[src/rtl/wbm_pkg.sv]
package wbm_pkg;
  typedef enum logic [1:0] {
    ST_IDLE = 2'd0,
    ST_ODD  = 2'd1,
    ST_EVEN = 2'd2,
    ST_DONE = 2'd3
  } wbm_state_e;
endpackage

[src/rtl/wbm_fsm.sv]
module wbm_fsm
  import wbm_pkg::*;
(
  input  logic clk_i,
  input  logic rst_ni,
  input  logic req_i,
  input  logic ready_i,
  output logic accept_o,
  output logic in_odd_o,
  output logic in_even_o,
  output logic odd_fire_o,
  output logic even_fire_o,
  output logic done_o
);
  wbm_state_e state_q, state_d;

  always_comb begin
    state_d = state_q;
    unique case (state_q)
      ST_IDLE: if (req_i)   state_d = ST_ODD;
      ST_ODD:  if (ready_i) state_d = ST_EVEN;
      ST_EVEN: if (ready_i) state_d = ST_DONE;
      ST_DONE:              state_d = ST_IDLE;
      default:              state_d = ST_IDLE;
    endcase
  end

  always_ff @(posedge clk_i or negedge rst_ni) begin
    if (!rst_ni) state_q <= ST_IDLE;
    else         state_q <= state_d;
  end

  assign accept_o    = (state_q == ST_IDLE) && req_i;
  assign in_odd_o    = (state_q == ST_ODD);
  assign in_even_o   = (state_q == ST_EVEN);
  assign odd_fire_o  = in_odd_o && ready_i;
  assign even_fire_o = in_even_o && ready_i;
  assign done_o      = (state_q == ST_DONE);
endmodule

[src/rtl/wbm_req_reg.sv]
module wbm_req_reg #(
  parameter int AW = 15,
  parameter int DW = 16
) (
  input  logic          clk_i,
  input  logic          rst_ni,
  input  logic          accept_i,
  input  logic [AW-1:0] addr_i,
  input  logic          we_i,
  input  logic [DW-1:0] wdata_i,
  output logic [AW-1:0] addr_o,
  output logic          we_o,
  output logic [DW-1:0] wdata_o
);
  // held for the whole access; busy-time inputs never reach here
  always_ff @(posedge clk_i or negedge rst_ni) begin
    if (!rst_ni) begin
      addr_o  <= '0;
      we_o    <= 1'b0;
      wdata_o <= '0;
    end else if (accept_i) begin
      addr_o  <= addr_i;
      we_o    <= we_i;
      wdata_o <= wdata_i;
    end
  end
endmodule

[src/rtl/wbm_byte_path.sv]
module wbm_byte_path #(
  parameter int BW = 8,
  localparam int DW = 2 * BW
) (
  input  logic          clk_i,
  input  logic          rst_ni,
  input  logic          we_i,
  input  logic          in_odd_i,
  input  logic          in_even_i,
  input  logic          odd_fire_i,
  input  logic          even_fire_i,
  input  logic [DW-1:0] wdata_i,
  input  logic [BW-1:0] per_rdata_i,
  output logic [BW-1:0] per_wdata_o,
  output logic [DW-1:0] rdata_o
);
  logic [BW-1:0] odd_latch_q;
  logic [DW-1:0] rdata_q;

  always_ff @(posedge clk_i or negedge rst_ni) begin
    if (!rst_ni) begin
      odd_latch_q <= '0;
      rdata_q     <= '0;
    end else begin
      if (odd_fire_i && !we_i)  odd_latch_q <= per_rdata_i;
      if (even_fire_i && !we_i) rdata_q     <= {per_rdata_i, odd_latch_q};
    end
  end

  // odd phase carries the low half, even phase the high half
  for (genvar b = 0; b < BW; b++) begin : g_lane
    assign per_wdata_o[b] = (in_odd_i  & wdata_i[b])
                          | (in_even_i & wdata_i[BW+b]);
  end

  assign rdata_o = rdata_q;
endmodule

[src/rtl/word_byte_mux.sv]
module word_byte_mux #(
  parameter int AW = 15,
  parameter int BW = 8,
  localparam int DW = 2 * BW,
  localparam int PAW = AW + 1
) (
  input  logic           clk_i,
  input  logic           rst_ni,
  input  logic           cpu_req_i,
  input  logic           cpu_we_i,
  input  logic [AW-1:0]  cpu_addr_i,
  input  logic [DW-1:0]  cpu_wdata_i,
  output logic [DW-1:0]  cpu_rdata_o,
  output logic           cpu_done_o,
  output logic [PAW-1:0] per_addr_o,
  output logic           per_stb_o,
  output logic           per_we_o,
  output logic [BW-1:0]  per_wdata_o,
  input  logic [BW-1:0]  per_rdata_i,
  input  logic           per_ready_i
);
  logic accept, in_odd, in_even, odd_fire, even_fire;
  logic [AW-1:0] addr_q;
  logic          we_q;
  logic [DW-1:0] wdata_q;

  wbm_fsm u_fsm (
    .clk_i       (clk_i),
    .rst_ni      (rst_ni),
    .req_i       (cpu_req_i),
    .ready_i     (per_ready_i),
    .accept_o    (accept),
    .in_odd_o    (in_odd),
    .in_even_o   (in_even),
    .odd_fire_o  (odd_fire),
    .even_fire_o (even_fire),
    .done_o      (cpu_done_o)
  );

  wbm_req_reg #(.AW(AW), .DW(DW)) u_req (
    .clk_i    (clk_i),
    .rst_ni   (rst_ni),
    .accept_i (accept),
    .addr_i   (cpu_addr_i),
    .we_i     (cpu_we_i),
    .wdata_i  (cpu_wdata_i),
    .addr_o   (addr_q),
    .we_o     (we_q),
    .wdata_o  (wdata_q)
  );

  wbm_byte_path #(.BW(BW)) u_bytes (
    .clk_i       (clk_i),
    .rst_ni      (rst_ni),
    .we_i        (we_q),
    .in_odd_i    (in_odd),
    .in_even_i   (in_even),
    .odd_fire_i  (odd_fire),
    .even_fire_i (even_fire),
    .wdata_i     (wdata_q),
    .per_rdata_i (per_rdata_i),
    .per_wdata_o (per_wdata_o),
    .rdata_o     (cpu_rdata_o)
  );

  assign per_stb_o  = in_odd | in_even;
  assign per_we_o   = per_stb_o & we_q;
  assign per_addr_o = {addr_q, in_odd};
endmodule

[config.mk]
export PLATFORM = sky130hd
export DESIGN_NAME = word_byte_mux
export DESIGN_NICKNAME = d
export VERILOG_FILES = /design/src/rtl/wbm_pkg.sv /design/src/rtl/wbm_fsm.sv /design/src/rtl/wbm_req_reg.sv /design/src/rtl/wbm_byte_path.sv /design/src/rtl/word_byte_mux.sv
export SDC_FILE = /design/constraint.sdc
export NUM_CORES = 1
export LEC_CHECK = 0
export BUFFER_PORTS_ARGS = -buffer_cell sky130_fd_sc_hd__buf_4
export CAP_MARGIN = 30
export CORE_MARGIN = 2
export CORE_UTILIZATION = 35
export CTS_BUF_LIST = sky130_fd_sc_hd__clkbuf_4
export CTS_CLUSTER_DIAMETER = 30
export DETAILED_ROUTE_END_ITERATION = 8
export HOLD_SLACK_MARGIN = 0.06
export PLACE_DENSITY = 0.66
export REMOVE_ABC_BUFFERS = 1
export SKIP_CTS_REPAIR_TIMING = 1
export SLEW_MARGIN = 20
export SYNTH_ARGS = -nofsm -noshare
export SYNTH_HDL_FRONTEND = slang
export SYNTH_HIERARCHICAL = 1
export SYNTH_SLANG_ARGS = --single-unit
[constraint.sdc]
create_clock -name clk_i -period 2 [get_ports clk_i]
set_input_delay 0.1 -clock clk_i [delete_from_list [all_inputs] [get_ports clk_i]]
set_output_delay 0.1 -clock clk_i [all_outputs]
set_load 0.01 [all_outputs]
Word level (Yosys, flattened, before mapping)

Cells that the tools add are included.

Input port bits: 44
Register bits: 58
Word-level logic and storage cells: 50
Output and inout bits: 43

Reduce and logical (&&, ||, !) cells: 8
Equal/unequal tests: 6
Mux-type cells: 4
Bitwise gates (word level): 26

Operators by type and width:

| cell                                                             | number |
|---|---|
| 1-bit AND                                                        | 17 |
| 1-bit bitwise OR                                                 | 9 |
| 2-bit one-hot mux with 4 select lines                            | 1 |
| 2-bit 2-to-1 mux                                                 | 3 |
| 2-bit inequality test (second input constant)                    | 3 |
| 1-bit logical AND                                                | 5 |
| 2-bit == test (second input constant)                            | 2 |
| 3-bit AND reduction                                              | 1 |
| 2-bit by 1-bit == test with 1-bit output (second input constant) | 1 |
| 2-bit zero test                                                  | 1 |
| 1-bit zero test                                                  | 1 |

Logic depth before layout (Yosys ltp)

Word-level depth: 3
Mapped depth: 7
Gate-level depth less buffers: 5

Hierarchy

Netlist, hierarchy kept.

Modules (own cells, without submodules):

| module        | cells each | times used | sequential area each (µm²) | area each (µm²) |
|---|---|---|---|---|
| wbm_req_reg   | 68         | 1          | 800.8                      | 1345.0 |
| wbm_byte_path | 63         | 1          | 600.6                      | 1026.0 |
| wbm_fsm       | 18         | 1          | 50.0                       | 180.2 |
| word_byte_mux | 3          | 1          | 0.0                        | 21.3 |

Worst setup path before layout

Ideal clock, no wire load.

Path type: register -> register
Start point: register u_fsm.state_q[0]
End point: register u_bytes.rdata_q[10], in the netlist u_bytes/rdata_o[10]
Clock period less this slack: 1688 ps
Path buffers: 2
Setup time: 125 ps
Cell stages (with the launch flop): 8
Data required time: 1875 ps
Data arrival time: 1563 ps
Setup slack: 312 ps
Path through: dfrtp_1 > inv_1 > ha_1 > and2_1 > nor2b_1 > buf_6 > buf_6 > mux2_4

Longest elaborated chain between the ends: 3

RTL lines:

| item                   | line                | source |
|---|---|---|
| from (decl)            | wbm_fsm.sv:15       | `wbm_state_e state_q, state_d;` |
| from (signal assigned) | wbm_fsm.sv:30       | `else state_q <= state_d;` |
| 2-bit == test          | wbm_fsm.sv:35       | `assign in_even_o = (state_q == ST_EVEN);` |
| named net in_even      | word_byte_mux.sv:22 | `logic accept, in_odd, in_even, odd_fire, even_fire;` |
| 1-bit logical AND      | wbm_fsm.sv:37       | `assign even_fire_o = in_even_o && ready_i;` |
| named net even_fire    | word_byte_mux.sv:22 |  |
| 1-bit logical AND      | wbm_byte_path.sv:26 | `if (even_fire_i && !we_i) rdata_q <= {per_rdata_i, odd_latch_q};` |
| to (signal assigned)   | wbm_byte_path.sv:26 |  |
| to (decl)              | wbm_byte_path.sv:18 | `logic [DW-1:0] rdata_q;` |

The timed path passes the listed nets, and every way through them passes these cells.
A chain may end at the register's enable or synchronous reset.

Final worst setup path

Start point: register u_fsm.state_q[1]
End point: output port per_wdata_o[0]

Longest elaborated chain between the ends: 3
Elaborated cells on any way between the ends: 5
Classes of those cells: eq/ne (2); bitwise (3)

RTL lines:

| item                                                                      | line                                     | source |
|---|---|---|
| 2-bit by 1-bit == test with 1-bit output or 2-bit == test (tied branches) | wbm_fsm.sv:34, wbm_fsm.sv:35             |  |
| 1-bit AND (on tied branches)                                              | wbm_byte_path.sv:32, wbm_byte_path.sv:33 |  |
| 1-bit bitwise OR (*)                                                      | wbm_byte_path.sv:33                      | `\| (in_even_i & wdata_i[BW+b]);` |
| to (decl)                                                                 | word_byte_mux.sv:18                      | `output logic [BW-1:0] per_wdata_o,` |

Mark *: on every way between the ends. The rest lies on a longest branch, timed or not.

==> results.ini <==
[outcome]
status=completed

[sta]
clock_skew_ns=0.00920
period_needed_ns=1.74
setup_viol=0
period_share=0.870
fmax_ghz=0.575
finalHoldViolCount=0
worst_pin_slew_ns=0.719
slew_headroom=0.521
rsz0062_at_grt=no
slew_violations=0
worst_hold_slack_ns=0.0796
setup_tns_ns=0

[floorplanning]
ios=87
dieArea_um2=8050
rows=31
die_w_um=89.7
coreArea_um2=7180
die_h_um=89.7
start_util=0.359

[critical_path]
cp_max_fo=13
r2r_setup_slack_ns=0.34
required_ns=1.90
critPathKind=flop to output port
path_cells=inv_1, ha_1, buf_4, a22o_1, buf_4
arrival_ns=1.64
cpPeakStageDelay_ns=0.41
crit_top_cell=buf_4
end_kind=output port
setup.worst_path.start_class=flop
cp_slowest_cell=dfrtp_1

[pwr]
vdd.ir_drop.worst_mv=0.529
power.leakage_nw=1.86
power.density_nw_per_um2=1490

[global_route]
antenna_found_initial=0
grt_pass1_vias=1576
grt_first_pass_wirelength_um=7980
grt_overflow=0
grt_max_degree=59
grtUsageTotal=0.128

[placed_design]
placed_area_um2=3270
dp_hpwl_um=3260
gp_congestion=0.670
post-place-cells=331
port_buffers=86

[cells_and_area]
final_cells=389
fillers=600
finish.utilization=0.537
layout.nets=333
regArea_um2=1450
antenna_cells=0
final_cell_area_um2=3860
synthToLayoutAreaGrowth_pct=49.9
multi_input_area_um2=996
layout-drive-gt1-share=0.576

[logic_synthesis]
netlist_area_um2=2570
syn_area_per_cell_um2=16.9
synth_area_leaders=dfrtp_1 (56%), mux2_4 (24%), mux2_2 (7.0%), a22o_1 (2.7%), buf_12 (2.3%)
yosysMostFrequentCell=dfrtp_1
yosysSeqAreaShare=0.564
synthArstFlopShare=1.00
synth_commonest_cells=dfrtp_1 (58), mux2_4 (41), mux2_2 (16), a22o_1 (8)
synth_edf_count=0
synth_top_area_share=0.564
yosysUniqueCellTypes=21
ys.flop_type=dfrtp_1
synthCells=152
synth_top_cell_by_area=dfrtp_1
ys_warn_count=6
synth-seq-cells=58

[clock_tree]
clock_sinks=58
insertion_delay_ns=0.39
cts_buffer_depth=2
cts_tree=built
root_buffer=clkbuf_4
cts_buffers=9
clk_pin_slew_ns=0.10
htree_levels=3

[routing]
vias=1706
wl_per_cell_um=13.5
vias_per_cell=4.39
route.final.wire_length_um=5260
drc=0
first_pass_iters=4
antenna_left=0
first_iter_violations=63

[job]
drv_cap=0

[hold_path]
hold_class=input pin to flop

[critical path: cells and delay by family, from the launching register on]
| kind | cells | cell delay (ns) |
|---|---|---|
| buffers and inverters | 3 | 0.41 |
| adder cells (fa/ha/maj) | 1 | 0.19 |
| AO/OA/AOI/OAI | 1 | 0.24 |
| flip-flops | 1 | 0.41 |
[placed cells by master, fill, tap and decap left out]
cell	count
buf_4	89
a22o_1	8
clkinvlp_4	2
clkbuf_4	9
o21a_1	1
o22ai_2	1
nor2_2	1
a21oi_1	1
mux2_4	41
bufinv_16	2
or2_1	1
mux2_2	16
and2_2	1
nor2b_2	1
inv_1	4
clkinv_4	1
buf_12	1
clkinv_2	2
and2_1	2
dlygate4sd3_1	42
a211oi_1	1
ha_1	4
dfrtp_1	58
nand2b_1	1
[registers in the layout, indices dropped and copies added (netlist names)]
register,flops
u_bytes/rdata_o,16
u_req/wdata_o,16
u_req/addr_o,15
u_bytes/odd_latch_q,8
u_fsm/state_q,2
u_req/we_o,1
[cells by family after synthesis]
family | after synthesis | synth area share
AOI/OAI and AO/OA | 12 | 0.0399
adders and majority gates | 4 | 0.0195
buffers and inverters | 14 | 0.0501
DFF | 58 | 0.564
muxes | 57 | 0.309
and+or+nand+nor | 7 | 0.0170
[area by class of cell]
cell class | count | area share
flip-flops and latches | 58 | 0.376
repair buffers | 132 | 0.287
multi-input cells | 80 | 0.258
well taps | 99 | 0.0321
clock inverters | 7 | 0.0243
clock buffers | 9 | 0.0175
inverters | 4 | 0.00389
[stage by stage]
step	power [mW]	setup WS [ns]
2_1_floorplan	3.70	-0.545
3_3_place_gp	4.75	0.370
3_5_place_dp	4.80	0.349
4_1_cts	5.78	0.227
5_1_grt	6.15	0.126
6_report	5.76	0.260
[path summary, 6_finish.rpt]
kind | to | startpoint | cells past startpoint
hold reg to reg | u_bytes/rdata_o[6] | u_bytes/odd_latch_q[6] | 1
min in group asynchronous | u_bytes/odd_latch_q[2] | rst_ni | 2
hold / removal | u_fsm/state_q[0] | per_ready_i | 3
setup reg to reg | u_bytes/rdata_o[4] | u_fsm/state_q[0] | 6
max in group asynchronous | u_req/wdata_o[14] | rst_ni | 2
setup / recovery | per_wdata_o[0] | u_fsm/state_q[1] | 5
[layer usage]
metal / track usage / share of wire
met4: 0.0654 / 0.017
met2: 0.193 / 0.50
met5: 0 / 0
met1: 0.161 / 0.43
met3: 0.0469 / 0.055
[power breakdown]
group | internal [mW] | switching (mW) | total (mW)
sequential | 1.77 | 0.347 | 2.12
combinational | 1.73 | 0.962 | 2.69
clock | 0.504 | 0.444 | 0.949
No activity file was read; power rests on OpenSTA's default activity.
